$ cat config.mk
export PLATFORM = sky130hd
export DESIGN_NAME = merge_stream_unit
export DESIGN_NICKNAME = d
export VERILOG_FILES = /design/src/rtl/merge_stream_pkg.sv /design/src/rtl/merge_stream_reader.sv /design/src/rtl/merge_stream_pick.sv /design/src/rtl/merge_stream_ctrl.sv /design/src/rtl/merge_stream_unit.sv
export SDC_FILE = /design/constraint.sdc
export NUM_CORES = 1
export LEC_CHECK = 0
export BUFFER_PORTS_ARGS = -buffer_cell sky130_fd_sc_hd__buf_2
export CORE_MARGIN = 2
export CORE_UTILIZATION = 53
export CTS_CLUSTER_SIZE = 40
export DETAILED_ROUTE_END_ITERATION = 12
export PLACE_DENSITY = 0.82
export SYNTH_ARGS = -nofsm -noshare
export SYNTH_HDL_FRONTEND = slang
export SYNTH_SLANG_ARGS = --single-unit
$ cat constraint.sdc
create_clock -name clk -period 6 [get_ports clk]
set_clock_uncertainty 0.05 [all_clocks]
set_input_delay 0.6 -clock clk [delete_from_list [all_inputs] [get_ports clk]]
set_output_delay 0.6 -clock clk [all_outputs]
set_load 0.01 [all_outputs]
$ cat src/rtl/merge_stream_pkg.sv
package merge_stream_pkg;

  // Sequencer states for one merge run
  typedef enum logic [1:0] {
    MS_IDLE = 2'd0,
    MS_FILL = 2'd1,
    MS_RUN  = 2'd2,
    MS_FIN  = 2'd3
  } ms_state_e;

  // Source tag carried with every emitted key
  typedef enum logic {
    SRC_A = 1'b0,
    SRC_B = 1'b1
  } ms_src_e;

endpackage

$ cat src/rtl/merge_stream_reader.sv
// One list lane: read pointer, look-ahead address and sentinel-guarded head.
module merge_stream_reader #(
  parameter  int KEY_W = 64,
  parameter  int MAX_N = 16,
  localparam int AW    = (MAX_N > 1) ? $clog2(MAX_N) : 1,
  localparam int CNT_W = $clog2(MAX_N + 1)
) (
  input  logic             clk,
  input  logic             rst_n,
  input  logic             clear,
  input  logic             advance,
  input  logic [CNT_W-1:0] len_q,
  input  logic [KEY_W-1:0] rd_data,
  output logic [AW-1:0]    rd_addr,
  output logic [CNT_W-1:0] ptr,
  output logic [KEY_W:0]   head
);

  logic [CNT_W-1:0] ptr_q;
  logic [CNT_W-1:0] ptr_nxt;
  logic             lane_empty;

  // The extra top bit marks the end of the list, so a spent lane loses
  // every comparison, even against a real all-ones key.
  function automatic logic [KEY_W:0] guard_head(input logic spent,
                                                input logic [KEY_W-1:0] d);
    return spent ? {(KEY_W + 1){1'b1}} : {1'b0, d};
  endfunction

  // The pointer that will hold after this edge is presented as the address,
  // so the synchronous read returns the new head exactly one cycle later.
  assign ptr_nxt    = clear ? '0 : ptr_q + CNT_W'(advance);
  assign rd_addr    = ptr_nxt[AW-1:0];
  assign lane_empty = (ptr_q >= len_q);
  assign head       = guard_head(lane_empty, rd_data);
  assign ptr        = ptr_q;

  always_ff @(posedge clk or negedge rst_n) begin
    if (!rst_n) ptr_q <= '0;
    else        ptr_q <= ptr_nxt;
  end

endmodule

$ cat src/rtl/merge_stream_pick.sv
// Head comparison: B wins only when A's head is strictly larger.
module merge_stream_pick #(
  parameter int KEY_W = 64
) (
  input  logic [KEY_W:0]   head_a,
  input  logic [KEY_W:0]   head_b,
  output logic             take_b,
  output logic [KEY_W-1:0] key
);

  function automatic logic b_first(input logic [KEY_W:0] ha,
                                   input logic [KEY_W:0] hb);
    return ha > hb;
  endfunction

  assign take_b = b_first(head_a, head_b);
  assign key    = take_b ? head_b[KEY_W-1:0] : head_a[KEY_W-1:0];

endmodule

$ cat src/rtl/merge_stream_ctrl.sv
// Run sequencer: accept, one fill cycle, 2N emit cycles, finish, done pulse.
module merge_stream_ctrl
  import merge_stream_pkg::*;
#(
  parameter  int MAX_N = 16,
  localparam int CNT_W = $clog2(MAX_N + 1),
  localparam int BW    = CNT_W + 1
) (
  input  logic             clk,
  input  logic             rst_n,
  input  logic             start,
  input  logic [CNT_W-1:0] len,
  output logic             load,
  output logic             running,
  output logic             last_beat,
  output logic             busy,
  output logic             done,
  output logic [CNT_W-1:0] len_q
);

  ms_state_e        state_q;
  logic [BW-1:0]    beat_q;
  logic [BW-1:0]    total_beats;
  logic             done_q;

  function automatic logic [BW-1:0] beats_of(input logic [CNT_W-1:0] n);
    return {n, 1'b0};
  endfunction

  assign total_beats = beats_of(len_q);
  assign load        = (state_q == MS_IDLE) && start;
  assign running     = (state_q == MS_RUN);
  assign last_beat   = running && (beat_q == total_beats - BW'(1));
  assign busy        = (state_q != MS_IDLE);
  assign done        = done_q;

  always_ff @(posedge clk or negedge rst_n) begin
    if (!rst_n) begin
      state_q <= MS_IDLE;
      beat_q  <= '0;
      len_q   <= '0;
      done_q  <= 1'b0;
    end else begin
      done_q <= (state_q == MS_FIN);
      unique case (state_q)
        MS_IDLE: begin
          if (start) begin
            len_q   <= len;
            beat_q  <= '0;
            state_q <= (len == '0) ? MS_FIN : MS_FILL;
          end
        end
        MS_FILL: state_q <= MS_RUN;
        MS_RUN: begin
          beat_q <= beat_q + BW'(1);
          if (last_beat) state_q <= MS_FIN;
        end
        MS_FIN:  state_q <= MS_IDLE;
        default: state_q <= MS_IDLE;
      endcase
    end
  end

endmodule

$ cat src/rtl/merge_stream_unit.sv
module merge_stream_unit
  import merge_stream_pkg::*;
#(
  parameter  int KEY_W = 64,
  parameter  int MAX_N = 16,
  localparam int AW    = (MAX_N > 1) ? $clog2(MAX_N) : 1,
  localparam int CNT_W = $clog2(MAX_N + 1)
) (
  input  logic             clk,
  input  logic             rst_n,
  input  logic             start,
  input  logic [CNT_W-1:0] len,
  output logic             busy,
  output logic             done,
  output logic [AW-1:0]    a_addr,
  input  logic [KEY_W-1:0] a_data,
  output logic [AW-1:0]    b_addr,
  input  logic [KEY_W-1:0] b_data,
  output logic             out_valid,
  output logic [KEY_W-1:0] out_key,
  output logic             out_src
);

  localparam int LANES = 2;

  // Named internal events, also observed by the bound checker
  logic             accept_start;
  logic             running;
  logic             last_beat;
  logic             take_a;
  logic             take_b;
  logic [CNT_W-1:0] len_q;
  logic [CNT_W-1:0] ptr_a;
  logic [CNT_W-1:0] ptr_b;
  logic [KEY_W-1:0] pick_key;

  logic [AW-1:0]    lane_addr [LANES];
  logic [KEY_W-1:0] lane_data [LANES];
  logic [KEY_W:0]   lane_head [LANES];
  logic [CNT_W-1:0] lane_ptr  [LANES];
  logic             lane_adv  [LANES];

  logic             valid_q;
  logic [KEY_W-1:0] key_q;
  logic             src_q;

  merge_stream_ctrl #(.MAX_N(MAX_N)) u_ctrl (
    .clk       (clk),
    .rst_n     (rst_n),
    .start     (start),
    .len       (len),
    .load      (accept_start),
    .running   (running),
    .last_beat (last_beat),
    .busy      (busy),
    .done      (done),
    .len_q     (len_q)
  );

  assign lane_data[0] = a_data;
  assign lane_data[1] = b_data;
  assign lane_adv[0]  = take_a;
  assign lane_adv[1]  = running && take_b;

  for (genvar g = 0; g < LANES; g++) begin : g_lane
    merge_stream_reader #(.KEY_W(KEY_W), .MAX_N(MAX_N)) u_reader (
      .clk     (clk),
      .rst_n   (rst_n),
      .clear   (accept_start),
      .advance (lane_adv[g]),
      .len_q   (len_q),
      .rd_data (lane_data[g]),
      .rd_addr (lane_addr[g]),
      .ptr     (lane_ptr[g]),
      .head    (lane_head[g])
    );
  end

  merge_stream_pick #(.KEY_W(KEY_W)) u_pick (
    .head_a (lane_head[0]),
    .head_b (lane_head[1]),
    .take_b (take_b),
    .key    (pick_key)
  );

  assign take_a = running && !take_b;
  assign a_addr = lane_addr[0];
  assign b_addr = lane_addr[1];
  assign ptr_a  = lane_ptr[0];
  assign ptr_b  = lane_ptr[1];

  always_ff @(posedge clk or negedge rst_n) begin
    if (!rst_n) begin
      valid_q <= 1'b0;
      key_q   <= '0;
      src_q   <= SRC_A;
    end else begin
      valid_q <= running;
      if (running) begin
        key_q <= pick_key;
        src_q <= take_b ? SRC_B : SRC_A;
      end
    end
  end

  assign out_valid = valid_q;
  assign out_key   = key_q;
  assign out_src   = src_q;

endmodule

**Yosys cells after proc, flatten, opt, wreduce, memory -nomap -nowiden**

Index checks and enable logic that the tools add are counted.

- Input bits: 136
- Logic and storage cells: 46
- Flip-flop bits (word level): 90
- Output and inout port bits: 76

- Multiplexer cells: 12
- Add/sub/neg operators: 4
- Reduce and logical (&&, ||, !) cells: 12
- Eq/ne operators: 6
- Order comparisons: 3

Operators by type and width:

| kind | number |
|---|---|
| $mux 65 | 2 |
| $gt 65x65->1 | 1 |
| $mux 64 | 1 |
| $pmux 6 s2 | 1 |
| $add 5x1->5 | 2 |
| $ge 5x5->1 | 2 |
| $mux 5 | 2 |
| $pmux 2 s4 | 1 |
| $add 6x1->6 const B | 1 |
| $eq 6x6->1 | 1 |
| $mux 2 | 3 |
| $mux 6 | 1 |
| $reduce_and 2->1 | 3 |
| $sub 6x1->6 const B | 1 |
| $logic_not 5->1 | 1 |
| $eq 2x2->1 const B | 2 |
| $logic_and 1x1->1 | 4 |
| $reduce_bool 2->1 | 2 |
| $eq 2x1->1 const B | 1 |
| $logic_not 2->1 | 1 |
| $ne 2x1->1 const B | 1 |
| $ne 2x2->1 const B | 1 |
| $logic_not 1->1 | 1 |
| $mux 1 | 1 |

**Longest topological paths before layout**

- Depth after elaboration: 7
- Depth in mapped cells: 26
- Mapped depth without buffers: 22

**Hierarchy**

From an unflattened synthesis, not the netlist that was laid out.

- Cells, all modules: 771
- Area, all modules: 7858.8 um^2

Modules (own cells, without submodules):

| module | area an instance (um^2) | instances | cells an instance | sequential area each (um^2) |
|---|---|---|---|---|
| merge_stream_pick | 2630.0 | 1 | 308 | 0.0 |
| merge_stream_unit | 2531.2 | 1 | 140 | 1651.6 |
| merge_stream_reader | 924.6 | 2 | 118 | 125.1 |
| merge_stream_ctrl | 848.3 | 1 | 87 | 350.3 |

**Least setup slack after synthesis**

No wires, ideal clock.

- Path kind: reg-to-output
- Start point: register u_ctrl.len_q[0]
- End point: output a_addr[2]
- Arrival: 4.649 ns
- Data required time: 5.350 ns
- Slack: 0.701 ns
- Buffers on the path: 5
- Stages on the path, launching flop included: 26
- Cells stage by stage: dfrtp_1 -> ha_1 -> nand2b_1 -> a21o_1 -> a21o_1 -> a211oi_1 -> nor2_1 -> clkbuf_1 -> buf_1 -> nor2_1 -> inv_1 -> ha_1 -> nand4_2 -> nor4_4 -> and4_1 -> a32o_1 -> nor3_1 -> a31oi_1 -> buf_2 -> buf_4 -> inv_1 -> ha_1 -> ha_1 -> xnor2_1 -> nor2_1 -> buf_4

- Word-level cells in the longest chain between the ends: 7
- Elaborated cells between the ends (all ways): 9
- Classes of those cells: 1 x add/sub; 3 x order compare; 3 x mux; 2 x reduce/logical

Ends and longest elaborated chain:

| element | line | text |
|---|---|---|
| start: declaration | merge_stream_ctrl.sv:18 | `output logic [CNT_W-1:0] len_q` |
| start signal: assignment | merge_stream_ctrl.sv:48 | `len_q <= len;` |
| $ge 5x5->1 | merge_stream_reader.sv:34 | `assign lane_empty = (ptr_q >= len_q);` |
| $mux 65 | merge_stream_reader.sv:27 | `return spent ? {(KEY_W + 1){1'b1}} : {1'b0, d};` |
| $gt 65x65->1 * | merge_stream_pick.sv:13 | `return ha > hb;` |
| $logic_not 1->1 * | merge_stream_unit.sv:86 | `assign take_a = running && !take_b;` |
| $logic_and 1x1->1 * | merge_stream_unit.sv:86 |  |
| $add 5x1->5 * | merge_stream_reader.sv:32 | `assign ptr_nxt = clear ? '0 : ptr_q + CNT_W'(advance);` |
| $mux 5 * | merge_stream_reader.sv:32 |  |
| end: declaration | merge_stream_unit.sv:15 | `output logic [AW-1:0] a_addr,` |

Mark *: on every way between the ends. The rest lies on a longest branch, timed or not.

**Final worst setup path**

- Start point: register u_ctrl.len_q[0]
- End point: output b_addr[2]

- Word-level cells in the longest chain between the ends: 6
- Elaborated cells between the ends (all ways): 8
- Classes of those cells: 1 x add/sub; 3 x order compare; 3 x mux; 1 x reduce/logical

Ends and longest elaborated chain:

| element | line | text |
|---|---|---|
| $ge 5x5->1 | merge_stream_reader.sv:34 |  |
| $mux 65 | merge_stream_reader.sv:27 |  |
| $gt 65x65->1 * | merge_stream_pick.sv:13 |  |
| $logic_and 1x1->1 * | merge_stream_unit.sv:63 | `assign lane_adv[1] = running && take_b;` |
| $add 5x1->5 * | merge_stream_reader.sv:32 |  |
| $mux 5 * | merge_stream_reader.sv:32 |  |
| end: declaration | merge_stream_unit.sv:17 | `output logic [AW-1:0] b_addr,` |

Marked as above.

==> impl_results.md <==
- Clock tree from TritonCTS: done
- Die Area: 13700 um2
- I/O pin count: 212
- Antenna violations before repair: 1
- Synthesized area per cell: 8.82 um2
- Netlist area before placement: 6760 um2
- Tightest Pin Transition: 1.00 ns
- Most frequent cells in the layout: buf_2 (210), nor2_1 (146), dfrtp_1 (90), inv_1 (86), ha_1 (84)
- Detailed-route DRC error count: 0
- Pins Over Slew Limit: 0
- Critical Path End Type: primary output
- Unique masters post-synth: 45
- Total of endpoints with negative setup slack in the final report: 0
- Unrepaired setup endpoints after global routing: no
- Cell family contributing the most delay on the critical path: simple AND/OR/NAND/NOR gates
- CP Buf/Inv Count: 3
- Area growth from synthesis to final layout: 22.2%
- Peak VDD IR: 315 uV
- Cell mode on critical path: ha_1
- YS warnings: 0
- Peak Freq: 0.176 GHz
- Initial standard-cell utilization of the core: 54.0%
- Drt wl/cell: 16.6 um
- Number of non-filler instances in the completed layout: 1130
- Required time of the worst setup path: 5.35 ns
- Antenna-violating nets left: 0
- Multi-input gate area in the final layout: 4010 um2
- Maximum fanout along the worst path: 41
- Count of vias placed by the detailed router: 6265
- Total Wirelength: 18800 um
- Total area of sequential cells: 2250 um2
- Kind of critical path: register to primary output
- Total power: 4550 uW
- HPWL after detailed placement: 13400 um
- Highest cell delay on the worst timing path: 0.43 ns
- Aggregate global-route resource usage: 27.0%
- DRT iter0 DRCs: 395
- End-of-flow core utilization: 66.0%
- Final weighted congestion in routability-driven placement: 0.871
- Most frequent standard cell in the layout excluding fill and tap cells: buf_2
- Maximum capacitance violations: 0
- Cell at the root of the clock tree: clkbuf_16
- Cell with the largest stage delay on the worst path: dfrtp_1
- Worst-case headroom to the max-slew limit: 33.3%
- Flop and latch count out of synthesis: 90
- Synthesized netlist cell count: 766
- Via density per instance: 5.54
- Layout fillers: 1095
- Total global routing overflow: 0
- Number of global-route vias before repair: 5956
- Post-route minimum period: 5.67 ns
- Clock Tree Buf Depth: 2
- Data arrival, critical path: 5.02 ns
- # port buffers: 211
- Row cnt: 41
- Setup_tns: 0 ns
- Syn nets: 987
- Die Ht: 117 um
- Core area: 12500 um2
- Pwr dens: 550 nW/um2
- Die Span X: 117 um
- Outcome: finished clean
- Share of the clock period used by the worst path: 94.5%
- Clock transition at the registers of the reported paths: 0.06 ns
- Min-delay worst type: input port to async pin
- Global-route wire length before repair: 28900 um
- Startpoint types: register
- Final-layout worst hold slack: 0.220 ns
- # H-tree levels: 3
- Number of detailed-route iterations in the first pass: 5
- Number of nets in the finished design: 1175
- Share of synthesized area occupied by flip-flops and latches: 33.3%
- CTS Buf Count: 9
- Total instance count after detailed placement: 1113
- Static Leakage: 0.00422 uW
- Clk sinks: 90
- Largest net degree at the start of global routing: 80
- CP cell instances: ha_1 > nand2b_1 > a21o_1 > a21o_1 > a211oi_1 > nor2_4 > buf_12 > nor2_1 > ha_1 > nand4_1 > nor4_4 > and4_1 > a32o_1 > nor3_2 > a211o_4 > inv_1 > ha_1 > ha_1 > xnor2_1 > nor2_1 > buf_2
- Layout cells sized above 1: 29.9%
- Final hold violation count: 0
- Source-to-sink clock delay at the later pin of the worst-skew pair: 0.34 ns
-- cell usage after synthesis, drive strengths merged --
cell     instances  area (um2)
nor2           148         556
dfrtp           90        2250
inv             86         323
ha              85        1060
nand2b          67         419
o221ai          65         807
a21oi           32         160
nand2           29         109
buf             25         178
clkbuf          21        78.8
o21ai           20         100
nand4           13        87.6
nand3           12        60.1
nor3             9        45.0
xnor2            8        70.1
a21o             7        52.6
xor2             7        61.3
and2             5        31.3
and4             4        35.0
nor4             4        40.0
a211oi           3        22.5
and3             3        18.8
a221oi           2        17.5
a32o             2        20.0
mux2i            2        20.0
nor2b            2        12.5
o21a             2        15.0
o22ai            2        12.5
a211o            1        8.76
a21boi           1        7.51
a221o            1        10.0
a22oi            1        7.51
a2bb2oi          1        8.76
a31oi            1        6.26
o211ai           1        7.51
o21bai           1        7.51
o32a             1        10.0
o32ai            1        8.76
or4              1        7.51
-- kinds of logic after synthesis --
kind of cell | after synthesis | synth area share [%]
simple gates | 297 | 21.0
compound gates | 145 | 19.1
buf+inv | 132 | 8.57
flops | 90 | 33.3
fa+ha+maj | 85 | 15.7
xor+xnor | 15 | 1.94
mux | 2 | 0.296
-- sequential cells by signal (all words and copies together), names as in the netlist --
signal	count
out_src	1
out_key	64
u_ctrl.len_q	5
u_ctrl.state_q	2
u_ctrl.beat_q	6
u_ctrl.done	1
out_valid	1
g_lane.u_reader.ptr	10
-- metrics by stage --
| step | cell area [um2] | setup slack, ns |
|---|---|---|
| 6_report | 8260 | 0.329 |
| 5_1_grt | 8260 | 0.0565 |
| 4_1_cts | 8210 | 0.0352 |
| 3_5_place_dp | 7900 | 0.442 |
| 3_3_place_gp | 7900 | 0.523 |
| 2_1_floorplan | 6760 | 0.701 |
-- what timing repair did --
item	in CTS	in global routing
buffers inserted	0	1
hold buffers	0	0
endpoints found under the setup margin	0	8
gates resized for setup	0	6
endpoints found under the hold margin	0	0
-- final cells by class --
type	count	share of cell area [%]
well taps	172	2.61
clock buffers	11	2.94
diodes	1	0.0303
inverters	86	3.91
repair buffers	222	14.0
clock inverters	3	0.788
multi-input cells	545	48.5
flip-flops and latches	90	27.3
-- worst paths after layout --
kind,end,slack (ns),cells after the start,start
min,out_key[45],0.22,1,rst_n
min in group clk,u_ctrl.len_q[4],0.42,3,len[4]
max reg2reg,out_key[63],0.82,17,u_ctrl.len_q[0]
min reg2reg,out_key[11],0.44,2,out_key[11]
max in group asynchronous,out_key[8],4.65,2,rst_n
max,b_addr[2],0.33,21,u_ctrl.len_q[0]
-- power by group --
group          internal, uW  leakage, uW  switching [uW]
combinational          1160      0.00295            1710
sequential              894      0.00112             179
clock                   371     0.000151             235
-- routing by layer --
metal | share of wire, % | global-route usage (%) | vias to the layer above | wire length [um]
met3 | 6.8 | 4.94 | 30 | 1280
met4 | 2.1 | 9.02 | 0 | 398
met2 | 47 | 43.8 | 234 | 8760
li1 | - | - | 3036 | -
met5 | 0 | 0 | - | 0
met1 | 44 | 36.6 | 2965 | 8330
Power figures use the tool's default switching activity.
